## config.mk

```make
export PLATFORM = sky130hd
export DESIGN_NAME = audio_tx_hold_fifo
export DESIGN_NICKNAME = d
export VERILOG_FILES = /design/src/rtl/atx_pkg.sv /design/src/rtl/atx_ctrl.sv /design/src/rtl/atx_datapath.sv /design/src/rtl/audio_tx_hold_fifo.sv
export SDC_FILE = /design/constraint.sdc
export NUM_CORES = 1
export LEC_CHECK = 0
export ABC_AREA = 1
export BUFFER_PORTS_ARGS = -buffer_cell sky130_fd_sc_hd__buf_2
export CAP_MARGIN = 5
export CORE_ASPECT_RATIO = 1.2
export CORE_MARGIN = 2
export CORE_UTILIZATION = 45
export CTS_CLUSTER_DIAMETER = 150
export CTS_CLUSTER_SIZE = 24
export DETAILED_ROUTE_END_ITERATION = 12
export SYNTH_ARGS = -nofsm -noshare
export SYNTH_HDL_FRONTEND = slang
export SYNTH_SLANG_ARGS = --single-unit
```

## constraint.sdc

```tcl
create_clock -name clk -period 2.9 [get_ports clk]
set_input_delay 0.29 -clock clk [delete_from_list [all_inputs] [get_ports clk]]
set_output_delay 0.29 -clock clk [all_outputs]
set_load 0.02 [all_outputs]
```

## src/rtl/atx_pkg.sv

```systemverilog
package atx_pkg;

  // Strobes from control to datapath for one clock cycle
  typedef struct packed {
    logic push;   // store wrData at the tail
    logic pop;    // move the head sample to the output register
  } atxStrobes_t;

endpackage

```

## src/rtl/atx_ctrl.sv

```systemverilog
module atx_ctrl #(
  parameter int DEPTH = 12,
  localparam int CNT_W = $clog2(DEPTH + 1)
) (
  input  logic                    clk,
  input  logic                    rstN,
  input  logic                    wrStb,
  input  logic                    fetchStb,
  input  logic                    undClr,
  output atx_pkg::atxStrobes_t    stb,
  output logic                    notFull,
  output logic                    underrun
);

  logic [CNT_W-1:0] fillCnt;
  logic             isFull;
  logic             isEmpty;
  logic             emptyFetch;

  assign isFull     = (fillCnt == CNT_W'(DEPTH));
  assign isEmpty    = (fillCnt == '0);
  assign stb.push   = wrStb && !isFull;
  assign stb.pop    = fetchStb && !isEmpty;
  assign emptyFetch = fetchStb && isEmpty;
  assign notFull    = !isFull;

  always_ff @(posedge clk) begin
    if (!rstN) begin
      fillCnt <= '0;
    end else if (stb.push && !stb.pop) begin
      fillCnt <= fillCnt + 1'b1;
    end else if (stb.pop && !stb.push) begin
      fillCnt <= fillCnt - 1'b1;
    end
  end

  // Setting the flag takes precedence over clearing it
  always_ff @(posedge clk) begin
    if (!rstN) begin
      underrun <= 1'b0;
    end else if (emptyFetch) begin
      underrun <= 1'b1;
    end else if (undClr) begin
      underrun <= 1'b0;
    end
  end

endmodule

```

## src/rtl/atx_datapath.sv

```systemverilog
module atx_datapath #(
  parameter int DATA_W = 16,
  parameter int DEPTH  = 12,
  localparam int PTR_W = (DEPTH > 1) ? $clog2(DEPTH) : 1
) (
  input  logic                 clk,
  input  logic                 rstN,
  input  atx_pkg::atxStrobes_t stb,
  input  logic [DATA_W-1:0]    wrData,
  output logic [DATA_W-1:0]    sampleOut
);

  logic [DATA_W-1:0] store [DEPTH];
  logic [PTR_W-1:0]  wrPtr;
  logic [PTR_W-1:0]  rdPtr;

  function automatic logic [PTR_W-1:0] bump(input logic [PTR_W-1:0] p);
    return (p == PTR_W'(DEPTH - 1)) ? '0 : p + 1'b1;
  endfunction

  always_ff @(posedge clk) begin
    if (stb.push) store[wrPtr] <= wrData;
  end

  always_ff @(posedge clk) begin
    if (!rstN) begin
      wrPtr <= '0;
      rdPtr <= '0;
    end else begin
      if (stb.push) wrPtr <= bump(wrPtr);
      if (stb.pop)  rdPtr <= bump(rdPtr);
    end
  end

  // Output register: loaded only on a successful pop, held otherwise
  always_ff @(posedge clk) begin
    if (!rstN) begin
      sampleOut <= '0;
    end else if (stb.pop) begin
      sampleOut <= store[rdPtr];
    end
  end

endmodule

```

## src/rtl/audio_tx_hold_fifo.sv

```systemverilog
module audio_tx_hold_fifo #(
  parameter int DATA_W = 16,
  parameter int DEPTH  = 12
) (
  input  logic              clk,
  input  logic              rstN,
  input  logic [DATA_W-1:0] wrData,
  input  logic              wrStb,
  input  logic              fetchStb,
  input  logic              undClr,
  output logic [DATA_W-1:0] sampleOut,
  output logic              notFull,
  output logic              underrun,
  output logic              irq
);

  atx_pkg::atxStrobes_t stb;

  atx_ctrl #(.DEPTH(DEPTH)) uCtrl (
    .clk      (clk),
    .rstN     (rstN),
    .wrStb    (wrStb),
    .fetchStb (fetchStb),
    .undClr   (undClr),
    .stb      (stb),
    .notFull  (notFull),
    .underrun (underrun)
  );

  atx_datapath #(.DATA_W(DATA_W), .DEPTH(DEPTH)) uData (
    .clk       (clk),
    .rstN      (rstN),
    .stb       (stb),
    .wrData    (wrData),
    .sampleOut (sampleOut)
  );

  assign irq = underrun;

endmodule

```

==> reports/metrics.cfg <==
[run_status]
status=finished, final reports clean

[run]
maxCapViolations=0

[final_layout]
final_nets=928
post-route-util_pct=50.3
drive_gt1_share_pct=10.5
num-fill-cells=1828
antennaDiodeCount=0
register_area_mm2=0.00635
area_growth_pct=10.1
multiInputGateArea_mm2=0.00229
final_area_mm2=0.0101
fin_cells=1170

[synth]
synth_ff_type=edfxtp_1
synth.distinct_cells=22
yosysWarnings=0
synth_area_mm2=0.00921
avgSynthCellArea_um2=10.7
ys_seq_elements=221
synth_edf_count=192
ys_seq_area_share_pct=68.9
async_flop_share_pct=0
synth.top_cells.by_count=259 x nand2_1, 192 x edfxtp_1, 165 x nand3_1, 100 x inv_1, 29 x dfxtp_1
yosysTopAreaCell=edfxtp_1
yosys-top-cells-area=edfxtp_1 63%, nand2_1 11%, nand3_1 9.0%, dfxtp_1 6.3%, inv_1 4.1%
synth_cells=863
synthMostInstantiatedCell=nand2_1
synth_top_area_share_pct=62.6
syn_nets=893

[drt]
vias_per_cell=5.11
wl_per_cell_um=18.1
ant_nets=0
postRouteWirelength_mm=21.2
drtIter0Drc=407
drc=0
firstDrtPassIters=4
routed-via-count=5976

[floorplan]
initial_core_util_pct=45.7
dieArea_mm2=0.0216
die_y_um=161
dieWidth_um=135
core_mm2=0.0202
io_pins=40
row_count=57

[clock_tree]
cts_buffer_depth=3
root_buffer=clkbuf_16
clkSinkCount=221
ctsHoldBuffers=0
path_clk_slew_ns=0.10
cts_resized=0
cts_buffers=13
cts_htree_levels=1
post_cts_buffers=0
cts_tree=yes
clk_latency_ns=0.48

[placed_design]
pre_cts_ws_ns=0.808
port_buffers=39
dp.cells=1148
placed_area_mm2=0.00976
hpwl_mm=12.5
gp_congestion=0.755

[grt]
grt_pass1_vias=5609
antenna_found_initial=0
grt_max_degree=55
track_usage_pct=19.8
grt_pass1_wl_mm=32.7
grt_overflow=0

[sta]
worst_slack_ns=0.808
setup_viol=0
fin_skew_ns=0.0186
timing.final.crit_share_pct=72.1
rsz0062_at_grt=no
slew_headroom_pct=42.4
worst_pin_slew_ns=0.863
slew_viol_final=0
fmax_mhz=478
hold_violations=0
fin_setup_tns_ns=0
period_needed_ns=2.09

[setup_path]
criticalPathCategory=flop to flop
cp.arrival_ns=2.42
end_kind=flop
worstPathRequired_ns=3.23
crit_path_max_fanout=5
start_kind=flop

[min_path]
hold_class=primary input to flop

[power]
p_per_area_mw_per_mm2=739
vdd_drop_max_v=0.000520
leakage_uw=0.00403

-- path summary, 6_finish.rpt --
check	start	endpoint	slack, ns	cells after the start
worst max-delay path	uCtrl.fillCnt[0]	uCtrl.fillCnt[3]	0.81	12
worst min-delay path	undClr	uCtrl.underrun	0.05	4
worst max register to register	uCtrl.fillCnt[0]	uCtrl.fillCnt[3]	0.81	12
worst min register to register	uData.sampleOut[2]	uData.sampleOut[2]	0.47	2
-- sequential cells by signal (all words and copies together), names as in the netlist --
register         cells
uCtrl.fillCnt        4
uCtrl.underrun       1
uData.sampleOut     16
uData.store        192
uData.rdPtr          4
uData.wrPtr          4
-- per-stage QoR --
step	power (uW)	hold slack, ns
floorplan	5160	0.389
global placement	5690	0.451
detailed placement	5710	0.452
CTS	7570	0.0477
global route	7900	0.0828
finish	7490	0.0473
-- area by class of cell --
type | instances | area share (%)
repair buffers | 65 | 3.97
flip-flops and latches | 221 | 62.6
inverters | 103 | 3.84
clock inverters | 2 | 0.284
clock buffers | 20 | 3.47
multi-input cells | 494 | 22.6
well taps | 265 | 3.27
-- power by group --
group | internal [uW] | total [uW] | switching (uW)
logic | 577 | 1890 | 1310
registers | 3620 | 3710 | 88.4
clock network | 871 | 1890 | 1020
-- worst max-delay path: stages (launching register included) --
cell     delay [ns]
dfxtp_1        0.36
nor2_1         0.18
nand3_1        0.11
nand2_1        0.10
inv_1          0.09
ha_1           0.22
inv_1          0.13
ha_1           0.28
a21oi_1        0.14
nand2_1        0.07
xor2_1         0.14
nand2_1        0.06
a21oi_1        0.06
-- per-layer routing --
| layer | share of wire [%] | GRT usage (%) | up-vias |
|---|---|---|---|
| li1 | - | - | 2937 |
| met1 | 45 | 27.3 | 2918 |
| met2 | 50 | 34.1 | 104 |
| met3 | 4.0 | 2.34 | 17 |
| met4 | 1.1 | 3.49 | 0 |
| met5 | 0 | 0 | - |
-- layout by cell type, fill, tap and decap left out, drive strengths merged, types with 4 or more instances in the layout --
| cell type | count |
|---|---|
| buf | 65 |
| nor3 | 10 |
| ha | 8 |
| edfxtp | 192 |
| inv | 103 |
| a21oi | 27 |
| nand3 | 165 |
| nor2 | 10 |
| nand2 | 259 |
| dfxtp | 29 |
| o21ai | 7 |
| clkbuf | 20 |
| xor2 | 4 |
-- kinds of logic (layout without fill, tap and decap cells) --
| logic type | count (synthesis) | count (layout) | share of synthesized area (%) |
|---|---|---|---|
| buffers and inverters | 148 | 190 | 6.84 |
| DFF | 221 | 221 | 68.9 |
| xor gates and xnor gates | 5 | 5 | 0.475 |
| adders and majority gates | 9 | 9 | 1.30 |
| AOI/OAI and AO/OA | 34 | 34 | 1.85 |
| and+or+nand+nor | 446 | 446 | 20.7 |
No activity file was read; power rests on OpenSTA's default activity.
